## src/rtl/lsm_pkg.sv

```systemverilog
package lsm_pkg;
  typedef enum logic [1:0] {
    ACT_RESET     = 2'd0,
    ACT_IRQ       = 2'd1,
    ACT_HOST      = 2'd2,
    ACT_RESET_ALT = 2'd3
  } action_e;

  localparam logic [1:0] ERR_OK    = 2'b01;
  localparam logic [1:0] ERR_FAULT = 2'b10;
endpackage

```

## src/rtl/lsm_delay_line.sv

```systemverilog
module lsm_delay_line #(
  parameter int W     = 16,
  parameter int DEPTH = 2,
  parameter int LAG_W = 2
) (
  input  logic             clk,
  input  logic             rst_n,
  input  logic             push_i,
  input  logic             flush_i,
  input  logic [W-1:0]     data_i,
  input  logic [LAG_W-1:0] lag_i,
  output logic [W-1:0]     tap_o,
  output logic             ready_o
);
  localparam logic [LAG_W-1:0] FILL_MAX = LAG_W'(DEPTH);

  logic [W-1:0]     stage_q [DEPTH];
  logic [LAG_W-1:0] fill_q, fill_d;

  // shift register stages, one clock enable shared by all
  for (genvar k = 0; k < DEPTH; k++) begin : g_stage
    logic [W-1:0] stage_d;
    if (k == 0) begin : g_head
      assign stage_d = data_i;
    end else begin : g_body
      assign stage_d = stage_q[k-1];
    end
    always_ff @(posedge clk or negedge rst_n) begin
      if (!rst_n)      stage_q[k] <= '0;
      else if (push_i) stage_q[k] <= stage_d;
    end
  end

  always_comb begin
    fill_d = fill_q;
    if (flush_i)                        fill_d = '0;
    else if (push_i && fill_q < FILL_MAX) fill_d = fill_q + 1'b1;
  end

  always_ff @(posedge clk or negedge rst_n) begin
    if (!rst_n) fill_q <= '0;
    else        fill_q <= fill_d;
  end

  always_comb begin
    tap_o = stage_q[0];
    for (int k = 0; k < DEPTH; k++)
      if (lag_i == LAG_W'(k + 1)) tap_o = stage_q[k];
  end

  assign ready_o = (fill_q >= lag_i);
endmodule

```

## src/rtl/lsm_compare.sv

```systemverilog
module lsm_compare #(
  parameter int W      = 16,
  parameter int CODE_W = 4
) (
  input  logic [W-1:0]      ref_i,
  input  logic [W-1:0]      obs_i,
  output logic              diff_o,
  output logic [CODE_W-1:0] code_o
);
  logic [W-1:0] syn;
  assign syn    = ref_i ^ obs_i;
  assign diff_o = |syn;

  // index of the lowest differing bit
  always_comb begin
    code_o = '0;
    for (int i = W - 1; i >= 0; i--)
      if (syn[i]) code_o = CODE_W'(i);
  end
endmodule

```

## src/rtl/lsm_respond.sv

```systemverilog
module lsm_respond
  import lsm_pkg::*;
#(
  parameter int CODE_W = 4
) (
  input  logic              clk,
  input  logic              rst_n,
  input  logic              detect_i,
  input  logic [CODE_W-1:0] code_i,
  input  logic [1:0]        action_i,
  input  logic              clr_i,
  input  logic              host_ack_i,
  output logic              fault_o,
  output logic [1:0]        err_o,
  output logic              core_rst_o,
  output logic              irq_o,
  output logic              host_vld_o,
  output logic [CODE_W-1:0] host_code_o
);
  logic [1:0]        err_q, err_d;
  action_e           act_q, act_d;
  logic              vld_q, vld_d;
  logic [CODE_W-1:0] code_q, code_d;

  always_comb begin
    err_d  = err_q;
    act_d  = act_q;
    vld_d  = 1'b0;
    code_d = code_q;
    if (clr_i)         err_d = ERR_OK;
    else if (detect_i) err_d = ERR_FAULT;
    if (detect_i) begin
      act_d = action_e'(action_i);
      if (action_e'(action_i) == ACT_HOST) begin
        vld_d  = 1'b1;
        code_d = code_i;
      end
    end else if (host_ack_i) begin
      code_d = '0;
    end
  end

  always_ff @(posedge clk or negedge rst_n) begin
    if (!rst_n) begin
      err_q  <= ERR_OK;
      act_q  <= ACT_RESET;
      vld_q  <= 1'b0;
      code_q <= '0;
    end else begin
      err_q  <= err_d;
      act_q  <= act_d;
      vld_q  <= vld_d;
      code_q <= code_d;
    end
  end

  // any code other than the healthy one counts as a fault
  assign fault_o     = (err_q != ERR_OK);
  assign err_o       = fault_o ? ERR_FAULT : ERR_OK;
  assign core_rst_o  = fault_o && (act_q == ACT_RESET || act_q == ACT_RESET_ALT);
  assign irq_o       = fault_o && (act_q == ACT_IRQ);
  assign host_vld_o  = vld_q;
  assign host_code_o = code_q;
endmodule

```

## src/rtl/lockstep_monitor.sv

```systemverilog
module lockstep_monitor #(
  parameter int VEC_W   = 16,
  parameter int MAX_LAG = 2,
  localparam int LAG_W  = $clog2(MAX_LAG + 1),
  localparam int CODE_W = (VEC_W > 1) ? $clog2(VEC_W) : 1
) (
  input  logic              clk,
  input  logic              rst_n,
  input  logic              mon_en_i,
  input  logic              err_clr_i,
  input  logic [LAG_W-1:0]  lag_cfg_i,
  input  logic [1:0]        action_cfg_i,
  input  logic [VEC_W-1:0]  main_vec_i,
  input  logic [VEC_W-1:0]  shadow_vec_i,
  input  logic              shadow_req_i,
  input  logic              shadow_we_i,
  input  logic              host_ack_i,
  output logic              shadow_req_o,
  output logic [1:0]        err_o,
  output logic              freeze_main_o,
  output logic              freeze_shadow_o,
  output logic              core_rst_o,
  output logic              irq_o,
  output logic              host_vld_o,
  output logic [CODE_W-1:0] host_code_o
);
  localparam logic [LAG_W-1:0] LAG_TOP = LAG_W'(MAX_LAG);

  logic [LAG_W-1:0] lag_q, lag_d, lag_req;
  logic             fault, push, flush, ready, diff, detect;
  logic [VEC_W-1:0] tap;
  logic [CODE_W-1:0] code;

  // requested lag, saturated into 1..MAX_LAG
  always_comb begin
    lag_req = lag_cfg_i;
    if (lag_cfg_i == '0)         lag_req = LAG_W'(1);
    else if (lag_cfg_i > LAG_TOP) lag_req = LAG_TOP;
  end

  // lag accepted only while supervision is idle
  always_comb begin
    lag_d = lag_q;
    if (!mon_en_i) lag_d = lag_req;
  end

  always_ff @(posedge clk or negedge rst_n) begin
    if (!rst_n) lag_q <= LAG_W'(1);
    else        lag_q <= lag_d;
  end

  assign flush  = !mon_en_i || err_clr_i;
  assign push   = mon_en_i && !fault && !err_clr_i;
  assign detect = push && ready && diff;

  lsm_delay_line #(.W(VEC_W), .DEPTH(MAX_LAG), .LAG_W(LAG_W)) u_dly (
    .clk     (clk),
    .rst_n   (rst_n),
    .push_i  (push),
    .flush_i (flush),
    .data_i  (main_vec_i),
    .lag_i   (lag_q),
    .tap_o   (tap),
    .ready_o (ready)
  );

  lsm_compare #(.W(VEC_W), .CODE_W(CODE_W)) u_cmp (
    .ref_i  (tap),
    .obs_i  (shadow_vec_i),
    .diff_o (diff),
    .code_o (code)
  );

  lsm_respond #(.CODE_W(CODE_W)) u_rsp (
    .clk         (clk),
    .rst_n       (rst_n),
    .detect_i    (detect),
    .code_i      (code),
    .action_i    (action_cfg_i),
    .clr_i       (err_clr_i),
    .host_ack_i  (host_ack_i),
    .fault_o     (fault),
    .err_o       (err_o),
    .core_rst_o  (core_rst_o),
    .irq_o       (irq_o),
    .host_vld_o  (host_vld_o),
    .host_code_o (host_code_o)
  );

  assign freeze_main_o   = fault;
  assign freeze_shadow_o = fault;
  assign shadow_req_o    = shadow_req_i && !shadow_we_i;
endmodule

```

## config.mk

```make
export PLATFORM = sky130hd
export DESIGN_NAME = lockstep_monitor
export DESIGN_NICKNAME = d
export VERILOG_FILES = /design/src/rtl/lsm_pkg.sv /design/src/rtl/lsm_delay_line.sv /design/src/rtl/lsm_compare.sv /design/src/rtl/lsm_respond.sv /design/src/rtl/lockstep_monitor.sv
export SDC_FILE = /design/constraint.sdc
export NUM_CORES = 1
export LEC_CHECK = 0
export CORE_UTILIZATION = 30
export DETAILED_ROUTE_END_ITERATION = 8
export PLACE_DENSITY = 0.6
export SLEW_MARGIN = 20
export SYNTH_ARGS = -nofsm -noshare
export SYNTH_HDL_FRONTEND = slang
export SYNTH_SLANG_ARGS = --single-unit
```

## constraint.sdc

```tcl
create_clock -name clk -period 2.3 [get_ports clk]
set_input_delay 0.345 -clock clk [delete_from_list [all_inputs] [get_ports clk]]
set_output_delay 0.345 -clock clk [all_outputs]
set_load 0.005 [all_outputs]
```

==> impl_metrics.json, run 1 <==
{
  "dp_cells": 361,
  "wl_per_cell_um": 12.9,
  "reg2reg_slack_ns": -0.02,
  "synth_area_mm2": 0.00235,
  "die_area_mm2": 0.00819,
  "hpwl_um": 3480,
  "htreeDepth": 2,
  "synth_cells": 193,
  "area_growth_syn_to_layout_pct": 46.3,
  "seq_area_mm2": 0.00113,
  "cp.arrival_ns": 2.51,
  "grt_overflow_total": 0,
  "yosysSeqAreaShare_pct": 48.0,
  "slew_violations": 0,
  "syn-num-nets": 239,
  "via_count": 1704,
  "antenna_found_initial": 0,
  "ys_seq_elements": 45,
  "p_total_mw": 2.67,
  "grt_pass1_wl_um": 8270,
  "met2WireLength_um": 2300,
  "cp-start-kind": "flop",
  "worst-r2r-cell-count": 8,
  "worst-path-max-fanout": 7,
  "final_cell_mix": "52 x clkdlybuf4s50_1, 43 x dfrtp_1, 33 x mux2_2, 25 x buf_4, 11 x mux2i_1",
  "finalHoldViolations": 0,
  "globalRouteTotalUtil_pct": 12.9,
  "worst_r2r_startpoint": "lag_q[0]$_DFFE_PN1N_",
  "fin_crit_sh_pct": 101,
  "fp.dieH_um": 90.5,
  "layout_setup_ws_ns": -0.0231,
  "async_flop_share_pct": 100,
  "cp_data_required_time_ns": 2.49,
  "yosysUniqueCellTypes": 39,
  "placed_area_mm2": 0.00318,
  "vias_per_cell": 4.54,
  "final_nets": 321,
  "cts_buffers": 5,
  "wl_met3_um": 251,
  "yosys_most_used_dff": "dfrtp_1",
  "synth_warnings": 0,
  "ios": 55,
  "cts.sinks": 45,
  "cap_viol_max_count": 0,
  "grt_max_degree": 46,
  "fillCellCount": 699,
  "drt_iter0_markers": 64,
  "violations": "negative setup slack",
  "leakagePower_nw": 1.50,
  "end_kind": "flop",
  "met1_length_um": 2210,
  "rows": 31,
  "totalWireLength_um": 4820,
  "clk_latency_ns": 0.30,
  "coreArea_mm2": 0.00741,
  "crit_start": "lag_q[0]$_DFFE_PN1N_",
  "io_buffers": 53,
  "setup_viol": 3,
  "max_freq_ghz": 0.430,
  "rsz0062_at_grt": "yes",
  "clock-root-buffer": "clkbuf_8",
  "hold_buffers": 0,
  "timing.max_slew.rel_slack_pct": 74.5,
  "cellPowerDensity_mw_per_mm2": 776,
  "status": "complete, but fails checks",
  "final_area_mm2": 0.00344,
  "syn_area_per_cell_um2": 12.2,
  "finClkSkew_ns": 0.00745,
  "critical_path_class": "flop to flop",
  "layoutNonFillerInstCount": 375,
  "gp_congestion": 0.818,
  "hold_class": "primary input to asynchronous set/reset pin",
  "start_util_pct": 31.7,
  "clockBufferDepth": 2,
  "finalCriticalPeriod_ns": 2.32,
  "synth-edff-count": 0,
  "tightest_slew_ns": 0.380,
  "reg2reg_to": "u_rsp.act_q[1]$_DFFE_PN0P_",
  "chipWidth_um": 90.5,
  "ant_nets": 0,
  "final_common_cell": "clkdlybuf4s50_1",
  "clk_pin_slew_ns": 0.08,
  "fin_tns_setup_ns": -0.0408,
  "drtPass1Iterations": 4,
  "cts_tree": "done",
  "final_layout_size_suffix_gt1_share_pct": 33.7,
  "grt_pass1_vias": 1795,
  "highest_layer": "met4",
  "vdd_ir_drop_max_v": 0.000378,
  "antennaDiodeCount": 0,
  "multiInputGateArea_mm2": 0.00127,
  "drc": 0
}
[stage by stage]
step	worst slack [ns]	hold WS [ns]	utilization [%]
after floorplan	-0.00683	0.0494	-
final	-0.0231	0.00598	46.4
after CTS	-0.0454	0.0273	46.0
after global placement	-0.0755	0.350	42.9
after global routing	-0.124	0.0276	46.4
after detailed placement	-0.111	0.349	42.9
[flip-flops by register name, summed over array words and instances, names as in the netlist]
signal,count
u_rsp.host_vld_o,1
u_rsp.host_code_o,4
u_dly.stage_q,16
u_dly.g_stage.stage_d,16
u_rsp.act_q,2
u_dly.fill_q,2
u_rsp.err_q,2
lag_q,2
[cell type report]
class	count	area share [%]
clock buffers	8	2.33
inverters	7	0.764
multi-input cells	133	36.9
flip-flops and latches	45	32.8
well taps	99	3.60
repair buffers	83	23.6
[logic make-up (layout without fill, tap and decap cells)]
kind of cell	Yosys count	count (layout)	share of synthesized area, %
AOI/OAI and AO/OA	25	25	6.65
xor gates and xnor gates	19	19	7.08
adders and majority gates	3	3	1.60
buffers and inverters	15	98	3.35
DFF	45	45	48.0
muxes	52	52	24.0
and+or+nand+nor	34	34	9.31
[critical path, cell delays in order (launching register included)]
cell and delay [ns]:
dfstp_2 0.54, nand2b_4 0.16, buf_12 0.16, mux2i_4 0.25
xnor2_2 0.12, nor4_4 0.37, nand4b_4 0.19, nand2_4 0.12
mux2_4 0.30
[worst max path at each step]
stage	slack, ns	endpoint
3_3_place_gp	-0.08	u_rsp.act_q[1]$_DFFE_PN0P_
4_1_cts	-0.05	u_rsp.act_q[1]$_DFFE_PN0P_
3_5_place_dp	-0.11	u_rsp.act_q[1]$_DFFE_PN0P_
2_1_floorplan	-0.007	u_rsp.act_q[0]$_DFFE_PN0P_
6_report	-0.02	u_rsp.act_q[1]$_DFFE_PN0P_
5_1_grt	-0.12	u_rsp.act_q[1]$_DFFE_PN0P_
[synth_stat cells, types with 2 or more instances]
| library cell | number | share of area, % |
|---|---|---|
| o32ai_1 | 2 | 0.75 |
| clkbuf_1 | 4 | 0.64 |
| and2_1 | 3 | 0.80 |
| a31oi_1 | 2 | 0.53 |
| inv_1 | 7 | 1.1 |
| buf_4 | 2 | 0.64 |
| xnor2_1 | 9 | 3.4 |
| nor2_1 | 6 | 0.96 |
| o21ai_0 | 7 | 1.5 |
| nand2_1 | 6 | 0.96 |
| dfstp_2 | 2 | 2.2 |
| nand2b_1 | 5 | 1.3 |
| mux2_2 | 33 | 16 |
| mux2i_1 | 17 | 7.2 |
| ha_1 | 3 | 1.6 |
| dfrtp_1 | 43 | 46 |
| mux2_1 | 2 | 0.96 |
| xor2_1 | 10 | 3.7 |
| a21oi_1 | 8 | 1.7 |
| nor3_1 | 2 | 0.43 |
| buf_6 | 2 | 0.96 |
[power by group]
group | total, mW | switching, mW | internal (mW)
clock | 0.478 | 0.262 | 0.216
sequential | 1.13 | 0.137 | 0.992
combinational | 1.06 | 0.406 | 0.655
total | 2.67 | 0.805 | 1.86
[what timing repair did]
item / 4_1_cts / 5_1_grt
endpoints found under the setup margin: 6 / 6
gates resized for setup: 22 / 4
pin swaps: 16 / 5
hold endpoints to repair: 0 / 0
gates cloned: 1 / 0
setup buffers: 3 / 2
[layer usage]
layer / vias up / track usage, %
met5: - / 0
met4: 0 / 3.63
met3: 6 / 4.38
met2: 40 / 21.5
met1: 816 / 15.8
li1: 842 / -
Power figures use the tool's default switching activity.
==> inputs of run 2 (changes only) <==
--- a/config.mk
+++ b/config.mk
@@ -8,6 +8,7 @@
 export CORE_UTILIZATION = 30
 export DETAILED_ROUTE_END_ITERATION = 8
 export PLACE_DENSITY = 0.6
+export SETUP_SLACK_MARGIN = 0.1
 export SLEW_MARGIN = 20
 export SYNTH_ARGS = -nofsm -noshare
 export SYNTH_HDL_FRONTEND = slang
==> impl_metrics.json, run 2 (synthesized netlist as in run 1, its figures left out) <==
{
  "cts_buffers": 5,
  "fin_crit_sh_pct": 101,
  "vias_per_cell": 4.62,
  "finalHoldViolations": 0,
  "grt_pass1_wl_um": 8430,
  "slowest_delay_ns": 0.56,
  "grt_pass1_vias": 1800,
  "via_count": 1742,
  "hpwl_um": 3530,
  "hold_buffers": 0,
  "chipWidth_um": 90.5,
  "crit_path_end": "u_rsp.act_q[1]$_DFFE_PN0P_",
  "cp.arrival_ns": 2.49,
  "p_total_mw": 2.61,
  "final_area_mm2": 0.00339,
  "wl_per_cell_um": 12.7,
  "grt_overflow_total": 0,
  "cts.sinks": 45,
  "rsz0062_at_grt": "yes",
  "setup_viol": 2,
  "cts_tree": "done",
  "timing.max_slew.rel_slack_pct": 66.3,
  "totalWireLength_um": 4790,
  "cp-start-kind": "flop",
  "hold_ws_ns": 0.00943,
  "clockBufferDepth": 2,
  "end_kind": "flop",
  "worst-r2r-cell-count": 8,
  "final_cell_mix": "52 x clkdlybuf4s50_1, 43 x dfrtp_1, 33 x mux2_2, 26 x buf_4, 13 x mux2i_1",
  "worst_r2r_startpoint": "lag_q[0]$_DFFE_PN1N_",
  "coreArea_mm2": 0.00741,
  "ios": 55,
  "crit_start": "lag_q[0]$_DFFE_PN1N_",
  "globalRouteTotalUtil_pct": 13.0,
  "finalCriticalPeriod_ns": 2.31,
  "final_nets": 323,
  "leakagePower_nw": 1.50,
  "critical_path_class": "flop to flop",
  "cpMaxStageDelayCell": "dfstp_2",
  "drtPass1Iterations": 4,
  "drc": 0,
  "drt_iter0_markers": 78,
  "rows": 31,
  "cp_data_required_time_ns": 2.48,
  "tightest_slew_ns": 0.505,
  "fp.dieH_um": 90.5,
  "finClkSkew_ns": 0.00631,
  "path_cells": "nand2b_4 -> buf_6 -> mux2i_2 -> xor2_1 -> nand4_1 -> nand4b_4 -> nand2_4 -> mux2_4",
  "io_buffers": 53,
  "placed_area_mm2": 0.00321,
  "slew_violations": 0,
  "start_util_pct": 31.7,
  "layout_setup_ws_ns": -0.0140,
  "htreeDepth": 2,
  "antennaDiodeCount": 0,
  "status": "complete, but fails checks",
  "cellPowerDensity_mw_per_mm2": 771,
  "grt_max_degree": 33,
  "violations": "negative setup slack",
  "clock-root-buffer": "clkbuf_8",
  "die_area_mm2": 0.00819,
  "vdd_ir_drop_max_v": 0.000354,
  "worst-path-max-fanout": 6,
  "final_common_cell": "clkdlybuf4s50_1",
  "clk_latency_ns": 0.29,
  "cap_viol_max_count": 0,
  "clk_pin_slew_ns": 0.08,
  "gp_congestion": 0.756,
  "final_layout_size_suffix_gt1_share_pct": 33.1,
  "max_freq_ghz": 0.432,
  "hold_class": "primary input to asynchronous set/reset pin",
  "area_growth_syn_to_layout_pct": 44.1,
  "reg2reg_slack_ns": -0.01,
  "ant_nets": 0,
  "reg2reg_to": "u_rsp.act_q[1]$_DFFE_PN0P_",
  "antenna_found_initial": 0
}
==> run 2: area by class of cell <==
type / count / area (µm²)
fillers: 702 / 4020
well taps: 99 / 124
clock inverters: 1 / 5.00
repair buffers: 84 / 795
multi-input cells: 134 / 1230
flip-flops and latches: 45 / 1130
inverters: 7 / 26.3
clock buffers: 7 / 76.3
==> run 2: worst max-delay path, delay by kind of cell, from the launching register on <==
kind	cells	cell delay, ns
flops	1	0.56
mux	2	0.52
simple gates	4	0.75
buf+inv	1	0.14
xor+xnor	1	0.23
==> run 2: worst min path at each step <==
stage	endpoint	slack, ns	depth (start not counted)
after floorplan	lag_q[1]$_DFFE_PN0N_	0.05	0
after global routing	u_dly.fill_q[0]$_DFFE_PN0P_	0.06	1
after global placement	u_dly.fill_q[0]$_DFFE_PN0P_	0.36	1
after CTS	u_dly.fill_q[0]$_DFFE_PN0P_	0.03	1
after detailed placement	u_dly.fill_q[0]$_DFFE_PN0P_	0.35	1
final	u_dly.fill_q[0]$_DFFE_PN0P_	0.009	1
==> run 2: repair_timing <==
item                       CTS  global route
setup endpoints to repair    9             9
cloned                       1             0
pin swaps                    3            10
gates resized for setup      7             7
setup buffers                3             1
==> run 2: power breakdown <==
group | total (mW) | switching, mW | internal, mW
Clock | 0.469 | 0.255 | 0.214
Sequential | 1.12 | 0.127 | 0.992
Combinational | 1.02 | 0.399 | 0.625
==> run 2: per-stage QoR <==
| step | setup WS (ns) | TNS (ns) | util (%) | instances |
|---|---|---|---|---|
| floorplan | 0.00455 | 0 | - | 193 |
| global placement | -0.0533 | -0.156 | 43.3 | 364 |
| detailed placement | -0.112 | -0.412 | 43.3 | 364 |
| CTS | -0.0245 | -0.0484 | 45.4 | 376 |
| global route | -0.165 | -0.828 | 45.7 | 377 |
| finish | -0.0140 | -0.0226 | 45.7 | 377 |
==> run 2: per-layer routing <==
metal	track usage (%)	share of wire (%)	vias up	wire, µm
met5	0	0	-	0
met4	4.44	1.3	0	63
met3	3.20	4.3	5	207
met2	21.0	47	43	2260
met1	16.8	47	845	2260
li1	-	-	849	-
